## config.mk

```make
export PLATFORM = sky130hd
export DESIGN_NAME = chg_adv_ldet
export DESIGN_NICKNAME = d
export VERILOG_FILES = /design/src/rtl/chg_adv_pkg.sv /design/src/rtl/chg_adv_decode.sv /design/src/rtl/ld_compare.sv /design/src/rtl/ld_deglitch.sv /design/src/rtl/chg_adv_ldet.sv
export SDC_FILE = /design/constraint.sdc
export NUM_CORES = 1
export LEC_CHECK = 0
export BUFFER_PORTS_ARGS = -buffer_cell sky130_fd_sc_hd__buf_2
export CAP_MARGIN = 20
export CORE_AREA = 2 2 39 41
export DETAILED_ROUTE_END_ITERATION = 12
export DIE_AREA = 0 0 41 43
export HOLD_SLACK_MARGIN = 0.06
export PLACE_DENSITY = 0.47
export SETUP_SLACK_MARGIN = 0.15
export SLEW_MARGIN = 20
export SYNTH_ARGS = -nofsm -noshare
export SYNTH_HDL_FRONTEND = slang
export SYNTH_HIERARCHICAL = 1
export SYNTH_SLANG_ARGS = --single-unit
```

## constraint.sdc

```tcl
create_clock -name clk -period 1.7 [get_ports clk]
set_input_delay 0.34 -clock clk [delete_from_list [all_inputs] [get_ports clk]]
set_output_delay 0.34 -clock clk [all_outputs]
set_load 0.01 [all_outputs]
```

## src/rtl/chg_adv_pkg.sv

```systemverilog
package chg_adv_pkg;

  typedef enum logic [1:0] {
    ADV_DEFAULT = 2'b00,
    ADV_MID     = 2'b01,
    ADV_HIGH    = 2'b10
  } adv_t;

  // Advertisement level from the two configuration inputs
  function automatic adv_t adv_decode(input logic en, input logic hi);
    if (!en)     return ADV_DEFAULT;
    else if (hi) return ADV_HIGH;
    else         return ADV_MID;
  endfunction

  // High limit only for the top advertisement
  function automatic logic ilim_is_high(input adv_t a);
    return (a == ADV_HIGH);
  endfunction

endpackage

```

## src/rtl/chg_adv_decode.sv

```systemverilog
module chg_adv_decode
  import chg_adv_pkg::*;
(
  input  logic       cfg_en,
  input  logic       cfg_hi,
  output adv_t       adv,
  output logic       ilim_hi,
  output logic       armed
);
  always_comb begin
    adv     = adv_decode(cfg_en, cfg_hi);
    ilim_hi = ilim_is_high(adv);
    armed   = (adv == ADV_HIGH);
  end
endmodule

```

## src/rtl/ld_compare.sv

```systemverilog
module ld_compare #(
  parameter int IW      = 13,
  parameter int THR_MA  = 1950,
  parameter int HYST_MA = 50
) (
  input  logic [IW-1:0] sample,
  input  logic          held,
  output logic          over
);
  localparam int REL_MA = THR_MA - HYST_MA;
  localparam logic [IW-1:0] ASSERT_LVL  = IW'(THR_MA);
  localparam logic [IW-1:0] RELEASE_LVL = IW'(REL_MA);

  // Threshold moves down by the band once the flag is held
  always_comb begin
    if (held) over = (sample > RELEASE_LVL);
    else      over = (sample > ASSERT_LVL);
  end
endmodule

```

## src/rtl/ld_deglitch.sv

```systemverilog
module ld_deglitch #(
  parameter int DEB = 4
) (
  input  logic clk,
  input  logic rst_n,
  input  logic armed,
  input  logic smp_vld,
  input  logic over,
  output logic state,
  output logic flip
);
  localparam int CW = (DEB > 1) ? $clog2(DEB) : 1;
  localparam logic [CW-1:0] LAST = CW'(DEB - 1);

  logic [CW-1:0] cnt_q;
  logic          disagree;

  assign disagree = smp_vld && (over != state);
  assign flip     = armed && disagree && (cnt_q == LAST);

  always_ff @(posedge clk or negedge rst_n) begin
    if (!rst_n) begin
      state <= 1'b0;
      cnt_q <= '0;
    end else if (!armed) begin
      state <= 1'b0;
      cnt_q <= '0;
    end else if (smp_vld) begin
      if (flip) begin
        state <= over;
        cnt_q <= '0;
      end else if (disagree) begin
        cnt_q <= cnt_q + 1'b1;
      end else begin
        cnt_q <= '0;
      end
    end
  end
endmodule

```

## src/rtl/chg_adv_ldet.sv

```systemverilog
module chg_adv_ldet
  import chg_adv_pkg::*;
#(
  parameter int IW      = 13,
  parameter int THR_MA  = 1950,
  parameter int HYST_MA = 50,
  parameter int DEB     = 4
) (
  input  logic          clk,
  input  logic          rst_n,
  input  logic          cfg_en,
  input  logic          cfg_hi,
  input  logic [IW-1:0] i_ma,
  input  logic          i_vld,
  output logic [1:0]    adv_code,
  output logic          ilim_sel,
  output logic          ld_n
);
  adv_t adv_w;
  logic armed_w;
  logic over_w;
  logic flip_w;
  logic state_w;

  chg_adv_decode u_dec (
    .cfg_en (cfg_en),
    .cfg_hi (cfg_hi),
    .adv    (adv_w),
    .ilim_hi(ilim_sel),
    .armed  (armed_w)
  );

  ld_compare #(.IW(IW), .THR_MA(THR_MA), .HYST_MA(HYST_MA)) u_cmp (
    .sample(i_ma),
    .held  (state_w),
    .over  (over_w)
  );

  ld_deglitch #(.DEB(DEB)) u_deb (
    .clk    (clk),
    .rst_n  (rst_n),
    .armed  (armed_w),
    .smp_vld(i_vld),
    .over   (over_w),
    .state  (state_w),
    .flip   (flip_w)
  );

  assign adv_code = adv_w;
  assign ld_n     = ~state_w;
endmodule

```

==> out/summary.txt <==
Slew headroom = 79.5%
core area = 1380 µm²
max_cap viols = 0
Area growth, synth to finish = 69.2%
cell area after layout = 453 µm²
ANT nets after route = 0
PD cells = 555 nW/µm²
worst skew pair latency = 0.23 ns
static leakage = 0.225 nW
drt via density = 4.38
1st-iter DRT viols = 0
critical path type = reg -> reg
number of fill cells = 160
Final Skew = 0.000507 ns
Syn Area/Cell = 8.37 µm²
row count = 14
Tcrit/Tclk final = 92.1%
Die Wd = 41 µm
Crit. End Element = flip-flop
Num CTS Buffers = 3
Placement Cell Area = 393 µm²
synthesized cell area = 268 µm²
Comb pwr share = 22.2%
commonest non-fill, non-tap cell in the layout = buf_2
Post-CTS Repair Setup Buffers = 0
Via Count = 324
WL/cell = 8.43 µm
Sink Count = 3
critical path arrival = 1.68 ns
most frequent cells in the layout = buf_2 (20), clkbuf_4 (3), dfrtp_1 (3)
drt total wl = 624 µm
worst slack at placement = -0.154 ns
Final Max Slew Viols = 0
global placement routability congestion = 0.596
Clock transition at path regs = 0.03 ns
VDD IR-drop max = 0.000270 V
final net count = 78
final core utilization = 32.7%
Tot GR Track Use = 8.35%
CTS root buf = clkbuf_4
startpoint types = flip-flop
Syn. warnings = 6
IO Count = 22
Final Critical Period = 1.57 ns
effective utilization at floorplan = 19.3%
FMAX = 639 MHz
DP HPWL = 537 µm
port buffer count = 21
Worst-Margin Slew = 0.304 ns
RSZ-0062 raised after global routing = yes
Tightest Hold Check Type = in -> reg
CP Data Required Time = 1.81 ns
antenna violations before repair = 0
diode count = 0
share of power burned in registers = 29.4%
Synthesized Nets = 51
Worst Slack Setup Final = 0.134 ns
H-tree lvl count = 1
die area = 1760 µm²
Total Neg Setup Slack = 0 ns
global-route wire length before repair = 972 µm
layout cells sized above 1 = 55.2%
Crit Path Max Fanout = 2
clock share of power = 48.4%
TritonCTS clock tree = yes
largest net degree at the start of global routing = 8
outcome = finished, final reports clean
cells after synthesis = 32
Psw = 0.0581 mW
setup violators final = 0
Final Hold Fails = 0
die height = 43 µm
post-route DRC violation count = 0
switching share of power = 23.1%
GRT overflow = 0
worst-case clock buffer depth = 2
vias in the first global route = 284
internal power = 0.193 mW
Pre-antenna DRT Iters = 1
metal layers:
metal	track usage (%)	vias to the layer above	share of wire [%]
li1	-	169	-
met1	8.41	142	36
met3	1.57	0	13
met4	8.00	0	0
met2	13.1	13	51
met5	0	-	0
per-stage QoR:
stage | power, mW | hold slack (ns) | std cells
global route | 0.269 | 0.377 | 74
finish | 0.251 | 0.370 | 74
floorplan | 0.0977 | 0.0444 | 32
global placement | 0.124 | 0.139 | 69
CTS | 0.259 | 0.368 | 74
detailed placement | 0.125 | 0.138 | 69
cell type report:
cell class	count	area [µm²]	share of cell area [%]
clock buffer	4	26.3	5.80
sequential	3	75.1	16.6
tap	16	20.0	4.42
multi-input combinational	25	188	41.4
timing repair buffer	24	136	30.1
inverter	2	7.51	1.66
worst max-delay path, stage by stage, from the launching register on:
cell	delay, ns
dfrtp_1	0.37
or4_4	0.48
o22ai_2	0.16
o41ai_2	0.10
and3_1	0.19
o21a_1	0.16
power groups by stage:
stage | combinational, mW | sequential, mW | clock [mW]
after floorplan | 0.0229 | 0.0747 | 0
after detailed placement | 0.0499 | 0.0749 | 0
after global routing | 0.0630 | 0.0742 | 0.132
final | 0.0558 | 0.0740 | 0.122
after CTS | 0.0553 | 0.0740 | 0.130
after global placement | 0.0490 | 0.0749 | 0
registers in the layout (all words and copies together) (netlist names):
signal	flops
u_deb/cnt_q	2
u_deb/state	1
repair_timing:
item / in CTS / in global routing
cloned: 0 / 0
pin swaps: 3 / 2
gates resized for setup: 4 / 1
hold buffers: 1 / 0
setup endpoints to repair: 3 / 3
hold endpoints to repair: 3 / 0
worst paths after layout:
kind	from	end	slack, ns	cells past startpoint
max in group asynchronous	rst_n	u_deb/state$_DFFE_PN0P_	1.17	2
hold reg to reg	u_deb/cnt_q[1]$_DFFE_PN0P_	u_deb/cnt_q[1]$_DFFE_PN0P_	0.54	2
min in group asynchronous	rst_n	u_deb/cnt_q[1]$_DFFE_PN0P_	0.43	2
setup / recovery	u_deb/state$_DFFE_PN0P_	u_deb/state$_DFFE_PN0P_	0.13	5
hold / removal	i_vld	u_deb/cnt_q[0]$_DFFE_PN0P_	0.37	2
setup reg to reg	u_deb/state$_DFFE_PN0P_	u_deb/state$_DFFE_PN0P_	0.13	5
No activity file was read; power rests on OpenSTA's default activity.
